$ cat src/rtl/tdt_pkg.sv
package tdt_pkg;
  localparam int CNT_W  = 32;
  localparam int CTRL_W = 26;
  localparam int PSC_W  = 12;
  localparam int SRC_W  = 2;

  localparam int B_EN     = 0;
  localparam int B_INITEN = 1;
  localparam int B_OCIE   = 2;
  localparam int B_RLD    = 3;
  localparam int B_PSC    = 4;
  localparam int B_SWR    = 16;
  localparam int B_OVW    = 17;
  localparam int B_SRC    = 24;

  // bits surviving a soft reset: enable, init-on-enable, four power-mode bits
  localparam logic [CTRL_W-1:0] KEEP_MASK = CTRL_W'(32'h003C_0003);

  typedef enum logic [SRC_W-1:0] {
    SRC_OFF  = 2'd0,
    SRC_MAIN = 2'd1,
    SRC_FAST = 2'd2,
    SRC_SLOW = 2'd3
  } tickSrcT;

  typedef struct packed {
    logic             softRst;
    logic             setCount;
    logic [CNT_W-1:0] setValue;
    logic             clrPresc;
    logic             clrFlag;
  } tdtCmdT;
endpackage

$ cat src/rtl/tdt_ticksel.sv
module tdt_ticksel
  import tdt_pkg::*;
(
  input  tickSrcT src,
  input  logic    tickMain,
  input  logic    tickFast,
  input  logic    tickSlow,
  output logic    tickSel
);
  always_comb begin
    unique case (src)
      SRC_MAIN: tickSel = tickMain;
      SRC_FAST: tickSel = tickFast;
      SRC_SLOW: tickSel = tickSlow;
      default:  tickSel = 1'b0;
    endcase
  end
endmodule

$ cat src/rtl/tdt_regs.sv
module tdt_regs
  import tdt_pkg::*;
#(
  parameter int ADDR_W = 3
) (
  input  logic              clk,
  input  logic              rstN,
  input  logic              busSel,
  input  logic              busWr,
  input  logic [ADDR_W-1:0] busAddr,
  input  logic [CNT_W-1:0]  busWdata,
  output logic [CNT_W-1:0]  busRdata,
  input  logic [CNT_W-1:0]  countIn,
  input  logic              flagIn,
  output logic              cfgEn,
  output logic              cfgRld,
  output logic              cfgOcie,
  output logic [PSC_W-1:0]  cfgPsc,
  output tickSrcT           cfgSrc,
  output logic [CNT_W-1:0]  loadQ,
  output logic [CNT_W-1:0]  cmpQ,
  output tdtCmdT            cmd
);
  localparam logic [ADDR_W-1:0] OFF_CTRL = ADDR_W'(0);
  localparam logic [ADDR_W-1:0] OFF_STAT = ADDR_W'(1);
  localparam logic [ADDR_W-1:0] OFF_LOAD = ADDR_W'(2);
  localparam logic [ADDR_W-1:0] OFF_CMP  = ADDR_W'(3);
  localparam logic [ADDR_W-1:0] OFF_CNT  = ADDR_W'(4);
  localparam logic [CNT_W-1:0]  ALL_ONES = '1;
  localparam logic [CTRL_W-1:0] SWR_CLR  = ~(CTRL_W'(1) << B_SWR);

  logic [CTRL_W-1:0] ctrlQ;
  logic wrCtrl, wrStat, wrLoad, wrCmp, rdAcc;
  logic softRst, enRise;

  assign wrCtrl = busSel && busWr && (busAddr == OFF_CTRL);
  assign wrStat = busSel && busWr && (busAddr == OFF_STAT);
  assign wrLoad = busSel && busWr && (busAddr == OFF_LOAD);
  assign wrCmp  = busSel && busWr && (busAddr == OFF_CMP);
  assign rdAcc  = busSel && !busWr;

  assign softRst = wrCtrl && busWdata[B_SWR];
  assign enRise  = wrCtrl && !softRst && busWdata[B_EN] && !ctrlQ[B_EN];

  always_ff @(posedge clk or negedge rstN) begin
    if (!rstN) begin
      ctrlQ <= '0;
      loadQ <= ALL_ONES;
      cmpQ  <= '0;
    end else begin
      if (softRst) begin
        ctrlQ <= busWdata[CTRL_W-1:0] & KEEP_MASK;
        loadQ <= ALL_ONES;
        cmpQ  <= '0;
      end else begin
        if (wrCtrl) ctrlQ <= busWdata[CTRL_W-1:0] & SWR_CLR;
        if (wrLoad) loadQ <= busWdata;
        if (wrCmp)  cmpQ  <= busWdata;
      end
    end
  end

  always_comb begin
    cmd          = '0;
    cmd.softRst  = softRst;
    cmd.clrPresc = enRise;
    cmd.clrFlag  = wrStat && busWdata[0];
    if (enRise && busWdata[B_INITEN]) begin
      cmd.setCount = 1'b1;
      cmd.setValue = busWdata[B_RLD] ? loadQ : ALL_ONES;
    end else if (wrLoad && ctrlQ[B_OVW]) begin
      cmd.setCount = 1'b1;
      cmd.setValue = busWdata;
    end
  end

  assign cfgEn   = ctrlQ[B_EN];
  assign cfgRld  = ctrlQ[B_RLD];
  assign cfgOcie = ctrlQ[B_OCIE];
  assign cfgPsc  = ctrlQ[B_PSC +: PSC_W];
  assign cfgSrc  = tickSrcT'(ctrlQ[B_SRC +: SRC_W]);

  always_comb begin
    busRdata = '0;
    if (rdAcc) begin
      unique case (busAddr)
        OFF_CTRL: busRdata = {{(CNT_W-CTRL_W){1'b0}}, ctrlQ};
        OFF_STAT: busRdata = {{(CNT_W-1){1'b0}}, flagIn};
        OFF_LOAD: busRdata = loadQ;
        OFF_CMP:  busRdata = cmpQ;
        OFF_CNT:  busRdata = countIn;
        default:  busRdata = '0;
      endcase
    end
  end
endmodule

$ cat src/rtl/tdt_datapath.sv
module tdt_datapath
  import tdt_pkg::*;
(
  input  logic             clk,
  input  logic             rstN,
  input  tdtCmdT           cmd,
  input  logic             cfgEn,
  input  logic             cfgRld,
  input  logic [PSC_W-1:0] cfgPsc,
  input  logic             tickSel,
  input  logic [CNT_W-1:0] loadVal,
  input  logic [CNT_W-1:0] cmpVal,
  output logic [CNT_W-1:0] countQ,
  output logic             flagQ,
  output logic             tickFire
);
  localparam logic [CNT_W-1:0] ALL_ONES = '1;

  logic [PSC_W-1:0] pscQ;
  logic             pscWrap;
  logic             tickGate;
  logic [CNT_W-1:0] nextCount;
  logic             cmpHit;

  assign tickGate  = cfgEn && tickSel;
  assign pscWrap   = (pscQ >= cfgPsc);
  assign tickFire  = tickGate && pscWrap;
  assign nextCount = (countQ == '0) ? (cfgRld ? loadVal : ALL_ONES) : countQ - 1'b1;
  assign cmpHit    = tickFire && !cmd.setCount && (nextCount == cmpVal);

  always_ff @(posedge clk or negedge rstN) begin
    if (!rstN) begin
      pscQ   <= '0;
      countQ <= '0;
      flagQ  <= 1'b0;
    end else if (cmd.softRst) begin
      pscQ   <= '0;
      countQ <= '0;
      flagQ  <= 1'b0;
    end else begin
      if (cmd.clrPresc)  pscQ <= '0;
      else if (tickGate) pscQ <= pscWrap ? '0 : pscQ + 1'b1;

      if (cmd.setCount)  countQ <= cmd.setValue;
      else if (tickFire) countQ <= nextCount;

      if (cmpHit)           flagQ <= 1'b1;
      else if (cmd.clrFlag) flagQ <= 1'b0;
    end
  end
endmodule

$ cat src/rtl/tdt_top.sv
module tdt_top
  import tdt_pkg::*;
#(
  parameter int ADDR_W = 3
) (
  input  logic              clk,
  input  logic              rstN,
  input  logic              busSel,
  input  logic              busWr,
  input  logic [ADDR_W-1:0] busAddr,
  input  logic [31:0]       busWdata,
  output logic [31:0]       busRdata,
  input  logic              tickMain,
  input  logic              tickFast,
  input  logic              tickSlow,
  output logic              irq
);
  tdtCmdT           cmd;
  logic             ctrlEn, ctrlRld, ctrlOcie;
  logic [PSC_W-1:0] ctrlPsc;
  tickSrcT          ctrlSrc;
  logic [CNT_W-1:0] loadQ, cmpQ, countQ;
  logic             flagQ, tickSel, tickFire;

  tdt_regs #(.ADDR_W(ADDR_W)) u_regs (
    .clk(clk), .rstN(rstN),
    .busSel(busSel), .busWr(busWr), .busAddr(busAddr),
    .busWdata(busWdata), .busRdata(busRdata),
    .countIn(countQ), .flagIn(flagQ),
    .cfgEn(ctrlEn), .cfgRld(ctrlRld), .cfgOcie(ctrlOcie),
    .cfgPsc(ctrlPsc), .cfgSrc(ctrlSrc),
    .loadQ(loadQ), .cmpQ(cmpQ), .cmd(cmd)
  );

  tdt_ticksel u_tsel (
    .src(ctrlSrc), .tickMain(tickMain), .tickFast(tickFast),
    .tickSlow(tickSlow), .tickSel(tickSel)
  );

  tdt_datapath u_dp (
    .clk(clk), .rstN(rstN), .cmd(cmd),
    .cfgEn(ctrlEn), .cfgRld(ctrlRld), .cfgPsc(ctrlPsc),
    .tickSel(tickSel), .loadVal(loadQ), .cmpVal(cmpQ),
    .countQ(countQ), .flagQ(flagQ), .tickFire(tickFire)
  );

  assign irq = flagQ && ctrlOcie && ctrlEn;
endmodule

$ cat config.mk
export PLATFORM = sky130hd
export DESIGN_NAME = tdt_top
export DESIGN_NICKNAME = d
export VERILOG_FILES = /design/src/rtl/tdt_pkg.sv /design/src/rtl/tdt_ticksel.sv /design/src/rtl/tdt_regs.sv /design/src/rtl/tdt_datapath.sv /design/src/rtl/tdt_top.sv
export SDC_FILE = /design/constraint.sdc
export NUM_CORES = 1
export LEC_CHECK = 0
export ABC_AREA = 1
export BUFFER_PORTS_ARGS = -buffer_cell sky130_fd_sc_hd__buf_2
export CAP_MARGIN = 20
export CORE_ASPECT_RATIO = 1.4
export CORE_MARGIN = 3
export CORE_UTILIZATION = 42
export CTS_CLUSTER_SIZE = 12
export DETAILED_ROUTE_END_ITERATION = 10
export GPL_TIMING_DRIVEN = 0
export PLACE_DENSITY = 0.68
export SYNTH_ARGS = -nofsm -noshare
export SYNTH_HDL_FRONTEND = slang
export SYNTH_HIERARCHICAL = 1
export SYNTH_SLANG_ARGS = --single-unit
$ cat constraint.sdc
create_clock -name clk -period 5.65 [get_ports clk]
set_input_delay 0.8475 -clock clk [delete_from_list [all_inputs] [get_ports clk]]
set_output_delay 0.8475 -clock clk [all_outputs]
set_load 0.02 [all_outputs]
Word level (Yosys, flattened, before mapping)
Cells that the tools add are included.

cells by class
  $add $sub $neg = 2
  order comparisons = 1
  eq/ne operators = 8
  muxes and demuxes = 24
  reduce and logical (&&, ||, !) cells = 31

operators by type and width
  kind                                                count
  two-way mux 32 bit                                  11
  case mux 32 bit (5 select lines)                    1
  two-way mux 33 bit                                  2
  two-way mux 26 bit                                  2
  two-way mux 12 bit                                  4
  == test 32 bit                                      1
  zero test 32 bit                                    1
  subtractor 32 x 1 -> 32 bit, second input constant  1
  logical AND 1 bit                                   19
  adder 12 x 1 -> 12 bit, second input constant       1
  >= comparator 12 bit                                1
  nonzero test 3 bit                                  3
  == test 3 x 2 -> 1 bit, second input constant       2
  nonzero test 2 bit                                  3
  == test 2 bit, second input constant                2
  zero test 1 bit                                     4
  == test 3 x 1 -> 1 bit, second input constant       1
  == test 3 bit, second input constant                1
  zero test 3 bit                                     1
  two-way mux 1 bit                                   3
  case mux 1 bit (3 select lines)                     1
  == test 2 x 1 -> 1 bit, second input constant       1

word-level totals
  bits in registers = 135
  input port bits = 42
  output and inout bits = 33
  logic and storage cells = 72

Logic depth before layout (Yosys ltp)
  word-level depth = 14
  depth in mapped cells = 19
  mapped depth without buffers = 18

Cells and area by module
Netlist, hierarchy kept.

by module, submodules not included
  module        instances  cells an instance  area each (um2)  seq. area each (um2)
  tdt_regs      1          837                5,645.4          2,267.2
  tdt_datapath  1          827                4,837.1          1,126.1
  tdt_ticksel   1          6                  27.5             0.0
  tdt_top       1          3                  13.8             0.0

Worst setup path before layout
OpenSTA, ideal clock, no wires.

  path type = in2out
  start = input port busAddr[1]
  end = output port busRdata[10]
  arrival time = 1.934 ns
  required time = 4.803 ns
  slack = 2.868 ns
  cell stages on the path = 9
  buffers on the path = 2
  path through = buf_4 nor2_8 nand2_2 inv_1 buf_2 nand2_1 nand2_1 nor2_1 nor2_1

on the way
  word-level cells in the longest chain between the ends = 3
  elaborated cells between the ends (all ways) = 7
  those cells by class = eq/ne (4); mux (2); reduce/logical (1)

ends and longest elaborated chain
  what                                   line            RTL
  start, declared                        tdt_top.sv:10   input logic [ADDR_W-1:0] busAddr,
  == test 3 bit (tied with other cells)  tdt_regs.sv:86  unique case (busAddr)
  case mux 32 bit (5 select lines) (*)   tdt_regs.sv:86
  two-way mux 32 bit (*)                 tdt_regs.sv:85  if (rdAcc) begin
  end, declared                          tdt_top.sv:12   output logic [31:0] busRdata,

Mark *: on every way between the ends. The rest lies on a longest branch, timed or not.

Worst setup path in the final report
  start = input port busAddr[2]
  end = output port busRdata[31]

Same word-level chain as after synthesis.

==> run_results.csv <==
group,metric,value,unit
run_status,status,"finished clean",
routing,wl,41.29,mm
worst_setup_path,crit_slowest_cell,"nor3_1",
routing,top_layer,"met4",
routing,drc,0,
final_layout,drive_above_1_share,13.42,%
yosys,yosys_warnings,6,
worst_setup_path,r2r_cells,15,
timing,finalCritPeriodShare,62.08,%
run,cap_violations,0,
floorplanning,die-area,27010,sq um
worst_hold_path,hp-class,"input port to asynchronous set/reset pin",
cts,cts_hold_buf,0,
worst_setup_path,timing.rr.end,"u_dp/countQ[28]",
worst_setup_path,crit_type,"input port to output port",
floorplanning,die_x,139.8,um
place,place_area,11290,sq um
worst_setup_path,start_kind,"input port",
pwr,ir_drop,0.0002356,V
cts,cts_root_buf,"clkbuf_16",
routing,wl_met1,15.95,mm
cts,cts_resized,0,
worst_setup_path,crit_path_end,"busRdata[31]",
worst_setup_path,crit_path_max_fanout,9,
pwr,power.density,421.3,nW/um^2
cts,cts_tree,"built",
timing,hold_violations,0,
worst_setup_path,cp_slowest_stage_delay,810,ps
timing,grt_setup_unrepaired,"false",
worst_setup_path,r2r_setup_slack,2430,ps
final_layout,areaGrowthSynthToFinish,12.74,%
timing,finalMaxSlewViolations,0,
timing,tightest_slew,1060,ps
final_layout,nFillCells,2605,
place,preCtsSetupSlack,1984,ps
final_layout,stdcell_area,11860,sq um
global_routing,grt_usage,29.99,%
worst_setup_path,crit_arrival,2660,ps
final_layout,final_net_count,1818,
global_routing,grt_max_degree,73,
global_routing,grt_pass1_vias,11200,
routing,dr_wl_met3,2.364,mm
yosys,syn_inst,1672,
routing,ant_nets,0,
yosys,synth_area,10520,sq um
place,io_buffers,69,
final_layout,antennaDiodeCount,0,
routing,wl_met2,19.98,mm
floorplanning,die_h,193.3,um
cts,postCtsSetupBuffers,0,
floorplanning,core,24310,sq um
global_routing,grt_first_pass_wirelength,62.93,mm
worst_setup_path,critPathRequiredTime,4800,ps
timing,setup_violations,0,
timing,period_needed,3508,ps
timing,clock-skew-final,13.34,ps
worst_setup_path,critPathLaunch,"busAddr[2]",
place,place.gp.congestion,0.9601,
yosys,avgSynthCellArea,6.292,sq um
timing,setup_ws,2142,ps
worst_setup_path,worstSetupEndpointType,"output port",
pwr,power,0.004997,W
cts,clock_sinks,134,
timing,slew_headroom,28.80,%
routing,drt_iter0_drc,1083,
routing,wl_per_cell,19.81,um
timing,fin_tns_setup,0,ps
yosys,postSynthNetCount,1729,
floorplanning,rows,67,
routing,via_per_inst,5.577,
timing,max_freq,0.2851,GHz
worst_setup_path,reg2reg_from,"u_regs/ctrlQ[15]",
worst_setup_path,path_cells,"buf_4 > inv_4 > nor3_1 > nand2_1 > nand2_1 > nor2_1 > nor2_1 > buf_2",
routing,vias,11620,
cts,cts-htree-levels,4,
cts,clock_latency,440,ps
global_routing,antenna_found_initial,0,
cts,clkTransAtPathRegs,70,ps
place,hpwl,32.27,mm
pwr,power.leakage,6.296,nW
routing,first_pass_iters,7,
timing,holdWs,387.5,ps
cts,clk_path_buf_depth,2,
cts,cts_buffers,17,
global_routing,grt_overflow_total,0,
floorplanning,start_util,43.27,%
floorplanning,ios,75,
==> worst min path at each step <==
stage | from | endpoint | slack, ps | depth (start not counted)
3_5_place_dp | u_regs/ctrlQ[19] | u_regs/ctrlQ[19] | 460 | 2
3_3_place_gp | u_regs/ctrlQ[19] | u_regs/ctrlQ[19] | 460 | 2
2_1_floorplan | u_regs/ctrlQ[18] | u_regs/ctrlQ[18] | 440 | 2
4_1_cts | rstN | u_dp/pscQ[3] | 410 | 1
6_report | rstN | u_dp/pscQ[3] | 390 | 1
5_1_grt | rstN | u_dp/pscQ[1] | 430 | 1
==> worst max-delay path, delay by kind of cell <==
kind | cells | cell delay, ps
and+or+nand+nor | 5 | 1350
buffers and inverters | 3 | 440
==> metal layers <==
| metal | up-vias | GRT usage, % |
|---|---|---|
| li1 | 5520 | - |
| met1 | 5408 | 35.95 |
| met2 | 532 | 50.72 |
| met3 | 163 | 3.458 |
| met4 | 0 | 19.10 |
| met5 | - | 0 |
==> power breakdown <==
part | internal, W | switching [W]
clock | 0.000595 | 0.000510
sequential | 0.00125 | 0.000380
combinational | 0.000763 | 0.00149
==> metrics by stage <==
stage | cells | util, %
after floorplan | 1672 | -
after global placement | 2051 | 46.29
after detailed placement | 2052 | 46.43
after global routing | 2084 | 48.79
after CTS | 2084 | 48.79
final | 2084 | 48.79
==> area by class of cell <==
class	instances	area [sq um]	share of cell area (%)
buffer	99	571.8	4.821
clock buffer	18	439.2	3.703
timing repair buffer	70	379.1	3.197
inverter	158	598.1	5.043
sequential	134	3393	28.61
tap	310	387.9	3.270
clock inverter	14	133.9	1.129
multi-input combinational	1281	5957	50.23
==> flip-flops by register name, summed over array words and instances (netlist names) <==
name and flops:
u_regs/cmpQ 32, u_regs/loadQ 32, u_dp/flagQ 1, u_dp/pscQ 12, u_regs/ctrlQ 25, u_dp/countQ 32
==> placed cells by master (no fill, tap or decap), types with 2 or more instances in the layout <==
| cell type | n |
|---|---|
| dfrtp_1 | 102 |
| o211ai_1 | 64 |
| o22ai_1 | 8 |
| o2111ai_1 | 4 |
| nor2_8 | 3 |
| nor2_4 | 7 |
| o21ai_1 | 8 |
| ha_1 | 15 |
| o31ai_1 | 3 |
| nand2_2 | 7 |
| buf_1 | 8 |
| nand2_1 | 667 |
| nand4_1 | 38 |
| xor2_1 | 11 |
| nand3b_1 | 20 |
| inv_6 | 2 |
| clkinvlp_4 | 3 |
| nor2_2 | 12 |
| clkbuf_16 | 17 |
| clkinv_4 | 3 |
| nand3_1 | 167 |
| clkbuf_1 | 30 |
| inv_2 | 6 |
| buf_6 | 10 |
| nand3_2 | 2 |
| buf_4 | 27 |
| nand2_4 | 3 |
| inv_1 | 149 |
| buf_2 | 93 |
| inv_8 | 6 |
| inv_4 | 2 |
| dfstp_2 | 32 |
| nor3_1 | 3 |
| a21oi_1 | 13 |
| nor2_1 | 174 |
| o21ai_0 | 47 |
Power figures use the tool's default switching activity.
